[config.mk]
export PLATFORM = sky130hd
export DESIGN_NAME = int_divider
export DESIGN_NICKNAME = d
export VERILOG_FILES = /design/src/rtl/div_pkg.sv /design/src/rtl/div_sign_prep.sv /design/src/rtl/div_sign_fix.sv /design/src/rtl/div_core.sv /design/src/rtl/int_divider.sv
export SDC_FILE = /design/constraint.sdc
export NUM_CORES = 1
export LEC_CHECK = 0
export ABC_AREA = 1
export ABC_CLOCK_PERIOD_IN_PS = 6000
export BUFFER_PORTS_ARGS = -buffer_cell sky130_fd_sc_hd__buf_4
export CAP_MARGIN = 20
export CELL_PAD_IN_SITES_DETAIL_PLACEMENT = 1
export CELL_PAD_IN_SITES_GLOBAL_PLACEMENT = 1
export CORE_ASPECT_RATIO = 1.75
export CORE_MARGIN = 5
export CORE_UTILIZATION = 40
export DETAILED_ROUTE_END_ITERATION = 16
export PLACE_DENSITY = 0.86
export SYNTH_ARGS = -nofsm -noshare
export SYNTH_HDL_FRONTEND = slang
export SYNTH_SLANG_ARGS = --single-unit
[constraint.sdc]
create_clock -name clk -period 6 [get_ports clk]
set_input_delay 0.3 -clock clk [delete_from_list [all_inputs] [get_ports clk]]
set_output_delay 0.3 -clock clk [all_outputs]
set_load 0.01 [all_outputs]
[src/rtl/div_pkg.sv]
package div_pkg;

    // Sequencer states of the shared-register divider core
    typedef enum logic [1:0] {
        CS_IDLE     = 2'd0,
        CS_PRESHIFT = 2'd1,
        CS_ITER     = 2'd2,
        CS_FIX      = 2'd3
    } core_state_t;

    // Sign bookkeeping captured with an accepted start
    typedef struct packed {
        logic neg_quot;
        logic neg_rem;
        logic zero_div;
    } sign_info_t;

    localparam sign_info_t SIGN_INFO_CLEAR = '{neg_quot: 1'b0, neg_rem: 1'b0, zero_div: 1'b0};

endpackage

[src/rtl/div_sign_prep.sv]
module div_sign_prep
    import div_pkg::*;
#(
    parameter int W = 16
) (
    input  logic         signed_mode,
    input  logic [W-1:0] num_in,
    input  logic [W-1:0] den_in,
    output logic [W-1:0] num_mag,
    output logic [W-1:0] den_mag,
    output sign_info_t   info
);
    logic num_neg;
    logic den_neg;

    always_comb begin
        num_neg       = signed_mode & num_in[W-1];
        den_neg       = signed_mode & den_in[W-1];
        num_mag       = num_neg ? (~num_in + 1'b1) : num_in;
        den_mag       = den_neg ? (~den_in + 1'b1) : den_in;
        info.neg_quot = num_neg ^ den_neg;
        info.neg_rem  = num_neg;
        info.zero_div = (den_in == '0);
    end

    // Unsigned mode passes operands through untouched
    always_comb begin
        if (!signed_mode) begin
            AST_UNSIGNED_PASS: assert (num_mag == num_in && den_mag == den_in);
        end
    end

endmodule

[src/rtl/div_sign_fix.sv]
module div_sign_fix
    import div_pkg::*;
#(
    parameter int W = 16
) (
    input  logic [W-1:0] quot_mag,
    input  logic [W-1:0] rem_mag,
    input  sign_info_t   info,
    output logic [W-1:0] quot_out,
    output logic [W-1:0] rem_out
);
    always_comb begin
        quot_out = info.neg_quot ? (~quot_mag + 1'b1) : quot_mag;
        rem_out  = info.neg_rem  ? (~rem_mag  + 1'b1) : rem_mag;
    end

endmodule

[src/rtl/div_core.sv]
module div_core
    import div_pkg::*;
#(
    parameter int W = 16
) (
    input  logic         clk,
    input  logic         rst,
    input  logic         go,
    input  logic [W-1:0] num_mag,
    input  logic [W-1:0] den_mag,
    output logic         busy,
    output logic         fin,
    output logic [W-1:0] quot_raw,
    output logic [W-1:0] rem_raw
);
    localparam int CW = (W > 1) ? $clog2(W) : 1;
    localparam logic [CW-1:0] LAST_STEP = CW'(W - 1);

    core_state_t   state;
    logic [W:0]    hi;       // partial remainder, one guard bit
    logic [W-1:0]  lo;       // dividend bits out, quotient bits in
    logic [W-1:0]  den;
    logic [CW-1:0] step;

    logic [W+1:0]  diff;
    logic          take;
    logic [W:0]    hi_kept;

    always_comb begin
        diff    = {1'b0, hi} - {2'b00, den};
        take    = ~diff[W+1];
        hi_kept = take ? diff[W:0] : hi;
    end

    always_ff @(posedge clk) begin
        if (rst) begin
            state <= CS_IDLE;
            hi    <= '0;
            lo    <= '0;
            den   <= '0;
            step  <= '0;
        end else begin
            unique case (state)
                CS_IDLE: begin
                    if (go) begin
                        hi    <= '0;
                        lo    <= num_mag;
                        den   <= den_mag;
                        state <= CS_PRESHIFT;
                    end
                end
                CS_PRESHIFT: begin
                    {hi, lo} <= {hi[W-1:0], lo, 1'b0};
                    step     <= '0;
                    state    <= CS_ITER;
                end
                CS_ITER: begin
                    {hi, lo} <= {hi_kept[W-1:0], lo, take};
                    step     <= step + 1'b1;
                    if (step == LAST_STEP) begin
                        state <= CS_FIX;
                    end
                end
                CS_FIX: begin
                    state <= CS_IDLE;
                end
                default: state <= CS_IDLE;
            endcase
        end
    end

    // Final correction: upper half moved right one place, low half is the quotient
    assign busy     = (state != CS_IDLE);
    assign fin      = (state == CS_FIX);
    assign quot_raw = lo;
    assign rem_raw  = hi[W:1];

    AST_PRESHIFT_ONCE: assert property (@(posedge clk) disable iff (rst)
        state == CS_PRESHIFT |=> state == CS_ITER && step == '0);

    AST_LOOP_LENGTH: assert property (@(posedge clk) disable iff (rst)
        (state == CS_ITER && step == LAST_STEP) |=> state == CS_FIX);

    AST_KEPT_FITS: assert property (@(posedge clk) disable iff (rst)
        state == CS_ITER |-> !hi_kept[W]);

    AST_REM_BELOW_DEN: assert property (@(posedge clk) disable iff (rst)
        (fin && den != '0) |-> rem_raw < den);

    AST_DEN_HELD: assert property (@(posedge clk) disable iff (rst)
        busy |=> $stable(den));

endmodule

[src/rtl/int_divider.sv]
module int_divider
    import div_pkg::*;
#(
    parameter int W = 16
) (
    input  logic         clk,
    input  logic         rst,
    input  logic         start,
    input  logic         signed_mode,
    input  logic [W-1:0] dividend,
    input  logic [W-1:0] divisor,
    output logic         busy,
    output logic         done,
    output logic [W-1:0] quotient,
    output logic [W-1:0] remainder,
    output logic         div_by_zero
);
    logic [W-1:0] num_mag;
    logic [W-1:0] den_mag;
    sign_info_t   info_now;
    sign_info_t   info_q;
    logic         core_busy;
    logic         core_fin;
    logic         go;
    logic [W-1:0] quot_raw;
    logic [W-1:0] rem_raw;
    logic [W-1:0] quot_fix;
    logic [W-1:0] rem_fix;

    assign go   = start & ~core_busy;
    assign busy = core_busy;

    div_sign_prep #(.W(W)) u_prep (
        .signed_mode (signed_mode),
        .num_in      (dividend),
        .den_in      (divisor),
        .num_mag     (num_mag),
        .den_mag     (den_mag),
        .info        (info_now)
    );

    div_core #(.W(W)) u_core (
        .clk      (clk),
        .rst      (rst),
        .go       (go),
        .num_mag  (num_mag),
        .den_mag  (den_mag),
        .busy     (core_busy),
        .fin      (core_fin),
        .quot_raw (quot_raw),
        .rem_raw  (rem_raw)
    );

    div_sign_fix #(.W(W)) u_fix (
        .quot_mag (quot_raw),
        .rem_mag  (rem_raw),
        .info     (info_q),
        .quot_out (quot_fix),
        .rem_out  (rem_fix)
    );

    always_ff @(posedge clk) begin
        if (rst) begin
            info_q      <= SIGN_INFO_CLEAR;
            done        <= 1'b0;
            quotient    <= '0;
            remainder   <= '0;
            div_by_zero <= 1'b0;
        end else begin
            if (go) begin
                info_q <= info_now;
            end
            done <= core_fin;
            if (core_fin) begin
                quotient    <= quot_fix;
                remainder   <= rem_fix;
                div_by_zero <= info_q.zero_div;
            end
        end
    end

    AST_DONE_SINGLE: assert property (@(posedge clk) disable iff (rst)
        done |=> !done);

    AST_DONE_IDLE: assert property (@(posedge clk) disable iff (rst)
        done |-> !busy);

    AST_START_TAKEN: assert property (@(posedge clk) disable iff (rst)
        (start && !busy) |=> busy);

    AST_RESULT_HOLD: assert property (@(posedge clk) disable iff (rst)
        !done |-> $stable(quotient) && $stable(remainder) && $stable(div_by_zero));

endmodule

* After elaboration in Yosys (flattened, before gate mapping)
Index checks and enable logic that the tools add are counted.
Word-level totals: register bits 92, bits of input ports 36, output and inout port bits 35, logic and storage cells 55
Cells by class: $add $sub $neg 6, equality and inequality tests 6, muxes and demuxes 13, bitwise logic cells 10, reductions and logical operators 8
Operators with widths (number):
- $mux 16 | 6
- $add 16x1->16 const B | 4
- $not 16->16 | 4
- $pmux 17 s3 | 1
- $pmux 16 s3 | 1
- $sub 17x16->18 | 1
- $mux 17 | 1
- $logic_not 16->1 | 1
- $pmux 2 s4 | 1
- $pmux 4 s2 | 1
- $reduce_and 2->1 | 3
- $add 4x1->4 const B | 1
- $eq 2x2->1 const B | 2
- $eq 4x4->1 const B | 1
- $mux 2 | 2
- $reduce_bool 2->1 | 2
- $and 1x1->1 | 3
- $reduce_bool 3->1 | 1
- $eq 2x1->1 const B | 1
- $logic_not 2->1 | 1
- $ne 2x1->1 const B | 1
- $ne 2x2->1 const B | 1
- $not 1->1 | 2
- $xor 1x1->1 | 1

* Longest topological paths before layout
depth in word-level cells 5, gate-level depth with buffers 16

* Hierarchy
Synthesis repeated with hierarchy kept, for this count alone.
Unflattened totals: cells, all modules 1108, area total of the unflattened synthesis 6824.0 um^2
By module, submodules not included:
- div_core | instances 1, cells each 582, area an instance 3776.1 um^2, sequential area each 1101.1 um^2
- int_divider | instances 1, cells each 166, area an instance 1296.2 um^2, sequential area each 740.7 um^2
- div_sign_fix | instances 1, cells each 182, area an instance 893.4 um^2, sequential area each 0.0 um^2
- div_sign_prep | instances 1, cells each 178, area an instance 858.3 um^2, sequential area each 0.0 um^2

* Worst setup path before layout
No wires, ideal clock.
kind reg2reg, start point register u_core.hi[0], end point register u_core.hi[9], setup time 0.142 ns, arrival time 1.797 ns, data required time 5.858 ns, slack 4.061 ns, cell stages (with the launch flop) 14, clock period less this slack 1.939 ns, cells stage by stage dfxtp_1 -> inv_1 -> ha_1 -> inv_1 -> fa_1 -> nand3_1 -> nand3_1 -> a21oi_1 -> xor2_1 -> nand2_2 -> nand3_2 -> nand2_1 -> nand2_1 -> a21oi_2
Between the ends: cells in the longest elaborated chain, start to end 3
RTL lines:
- start: declaration | line div_core.sv:20 | logic [W:0] hi;
- start signal: assignment | line div_core.sv:53 | {hi, lo} <= {hi[W-1:0], lo, 1'b0};
- start signal: assignment | line div_core.sv:58 | {hi, lo} <= {hi_kept[W-1:0], lo, take};
- $sub 17x16->18 | line div_core.sv:30 | diff = {1'b0, hi} - {2'b00, den};
- $mux 16 | line div_core.sv:32 | hi_kept = take ? diff[W:0] : hi;
- $pmux 17 s3 | line div_core.sv:43 | unique case (state)
No other way between the ends. A chain may end at the register's enable or synchronous reset.

* Worst setup path after layout
start point register u_core.state[0], end point register u_core.lo[15] (netlist: u_core.quot_raw[15])
Between the ends: cells in the longest elaborated chain, start to end 5
RTL lines:
- start: declaration | line div_core.sv:19 | core_state_t state;
- start signal: assignment | line div_core.sv:37 | state <= CS_IDLE;
- start signal: assignment | line div_core.sv:49 | state <= CS_PRESHIFT;
- start signal: assignment | line div_core.sv:55 | state <= CS_ITER;
- $reduce_bool 2->1 | line div_core.sv:73 | assign busy = (state != CS_IDLE);
- $not 1->1 | line int_divider.sv:30 | assign go = start & ~core_busy;
- $and 1x1->1 | line int_divider.sv:30
- $ne 2x2->1 (no source line)
- $reduce_and 2->1 (no source line)
- end signal: assignment | line div_core.sv:47 | lo <= num_mag;
- end signal: assignment | line div_core.sv:53
- end signal: assignment | line div_core.sv:58
- end: declaration | line div_core.sv:21 | logic [W-1:0] lo;
Several ways; a longest one is shown, not always the timed one.

==> flow_summary.ini <==
[placement]
dpl.hpwl_um = 16800
port_buffers = 70
dp.cells = 1216
place_ws_ns = 3.37
place_congestion = 0.953

[synth]
postSynthCellCount = 995
synthAdderAreaFrac = 0.0555
synth_ff_type = dfxtp_1
synth_area_leaders = dfxtp_1 (29%), nand2_1 (14%), inv_1 (7.5%)
avgSynthCellArea_um2 = 6.48
synth-xor-area-share = 0.0571
netlist_area_mm2 = 0.00644
synth_seq_area_share = 0.286
synth_nets = 1059
synth_most_common_cell = nand2_1
yosysTopAreaCell = dfxtp_1
ys_warn_count = 0
synthMuxAreaShare = 0
async_flop_share = 0
synth_top_area_frac = 0.286
synth_cell_types = 47
synth_seq_cells = 92
synth_simple_gate_area_frac = 0.324
synth_top_family_by_area = simple AND/OR/NAND/NOR gates
synth-edff-count = 0
synth_compound_area_frac = 0.169
synth_commonest_cells = nand2_1 (246), inv_1 (129), dfxtp_1 (92)

[critical_path]
worstSetupPathDepth = 9
worstPathCellList = inv_1, ha_1, inv_1, nor2_1, nor2_2, inv_2, nor2_8, a32oi_1, a21oi_1
critical_path.most_common_cell = inv_1
critPathTopFamily = simple AND/OR/NAND/NOR gates
rr_worst_depth = 9
cp.buffers_inverters = 3
r2r-end = u_core.quot_raw[15]
r2r_slack_ns = 3.33
endpoint_kind = flip-flop
cp-startpoint = u_core.state[0]
cp_max_fo = 35
crit_end = u_core.quot_raw[15]
crit_type = reg2reg
slowest_delay_ns = 0.49
cp.arrival_ns = 2.94
crit_slowest_cell = nor2_2
start_kind = flip-flop
rr_startpoint = u_core.state[0]
crit_required_ns = 6.27

[die]
num_rows = 61
start_util = 0.406
dieArea_mm2 = 0.0189
coreArea_mm2 = 0.0159
die_height_um = 178
pin_count = 71
die_x_um = 106

[cells_and_area]
finalNonFillerCells = 1232
drive_gt1_frac = 0.136
areaGrowthSynthToFinish_pct = 14.2
antenna_cells = 0
final_nets = 1102

[cts]
clock-sinks = 92
cts-htree-levels = 3
cts_setup_buffers = 0
cts_root_buf = clkbuf_16
cts_hold_buf = 0
clk_pin_slew_worst_paths_ns = 0.07
cts.path.max_buffers = 2
clk_latency_ns = 0.35
post_cts_resized = 0
cts_buffers = 9
tritoncts = built

[timing]
max_slew.worst_pin.slew_ns = 1.03
hold_viol_final = 0
slew_viol_final = 0
worst_slack_ns = 3.33
rsz0062_at_grt = false
max_slew_margin = 0.313
period_needed_ns = 2.67
finalSetupTns_ns = 0
max_clock_freq_ghz = 0.375
setup_violations = 0
finalClockSkew_ns = 0.00817
period_share = 0.445

[routing]
drt_wl_total_um = 22000
drtAntennaViolNets = 0
via_count = 6793
vias_per_cell = 5.51
drc = 0
drtIter0Drc = 268
drtPass1Iterations = 6
wire_per_inst_um = 17.8

[global_route]
grt_overflow = 0
grt_pass1_vias = 7106
grt_pass1_wl_um = 35000
grt_usage = 0.235
antenna_found_initial = 0
grt_max_degree = 63

[power_and_ir_drop]
total_power_uw = 2920
p_leak_uw = 0.00355
irDropWorstVdd_v = 0.000224
p_per_area_mw_per_mm2 = 397

[status]
status = completed

[worst_hold_path]
hold_class = in2reg
whs_path_depth = 3
worstHoldStart = divisor[0]

[run]
maxCapViolations = 0
## worst reg2reg max path, cell delays in order, from the launching register on
cell	delay (ns)
dfxtp_1	0.43
inv_1	0.12
ha_1	0.22
inv_1	0.08
nor2_1	0.08
nor2_2	0.49
inv_2	0.47
nor2_8	0.40
a32oi_1	0.15
a21oi_1	0.17
## logic make-up (layout without fill, tap and decap cells)
group / Yosys count / after routing
AND/OR/NAND/NOR: 464 / 464
buffers and inverters: 176 / 224
XOR/XNOR: 42 / 42
flip-flops: 92 / 92
adder cells (fa/ha/maj): 28 / 28
AO/OA/AOI/OAI: 193 / 193
## layout make-up
type,count,area [um2]
clock buffers,9,225
clock inverters,7,104
fillers,2143,8510
inverters,136,510
multi-input cells,727,3900
flip-flops and latches,92,1840
well taps,189,236
repair buffers,72,541
## cell usage in the layout, fill, tap and decap left out, types with 8 or more instances in the layout
master and count:
a21oi_1 81, nor2_1 75, inv_1 129, a21oi_2 10, nand2_2 13, xor2_1 35, nor3_1 11, nand2_1 246
dfxtp_1 92, buf_4 72, ha_1 26, nand4_1 8, nand3_1 78, nand3_2 9, clkbuf_16 9, o21ai_0 66
o211ai_1 8
## worst min-delay path by stage
| stage | to | slack, ns |
|---|---|---|
| 6_report | u_core.den[0] | 0.25 |
| 5_1_grt | u_core.den[15] | 0.26 |
| 4_1_cts | u_core.den[0] | 0.24 |
| 3_5_place_dp | u_core.quot_raw[2] | 0.47 |
| 3_3_place_gp | u_core.quot_raw[2] | 0.45 |
| 2_1_floorplan | quotient[1] | 0.44 |
## state kept, by name, indices dropped and copies added, names as in the netlist
register,cells
done,1
u_core.hi,17
u_core.state,2
div_by_zero,1
info_q,3
u_core.step,4
u_core.quot_raw,16
u_core.den,16
quotient,16
remainder,16
## per-stage QoR
step	util	area [um2]	hold WS (ns)
floorplan	-	6440	0.443
global placement	0.443	7030	0.454
detailed placement	0.443	7030	0.472
CTS	0.464	7360	0.240
global route	0.464	7360	0.258
finish	0.464	7360	0.246
## per-layer routing
metal / global-route usage / share of wire / vias to the layer above
met5: 0 / 0 / -
met4: 0.156 / 0.071 / 0
met3: 0.0291 / 0.027 / 77
met2: 0.455 / 0.54 / 152
met1: 0.229 / 0.36 / 3258
li1: - / - / 3306
## report_power, final
part           switching (uW)  total, uW  internal [uW]
Combinational             960       1420            457
Clock                     269        641            372
Sequential                123        864            741
Total                    1350       2920           1570
No activity file was read; power rests on OpenSTA's default activity.
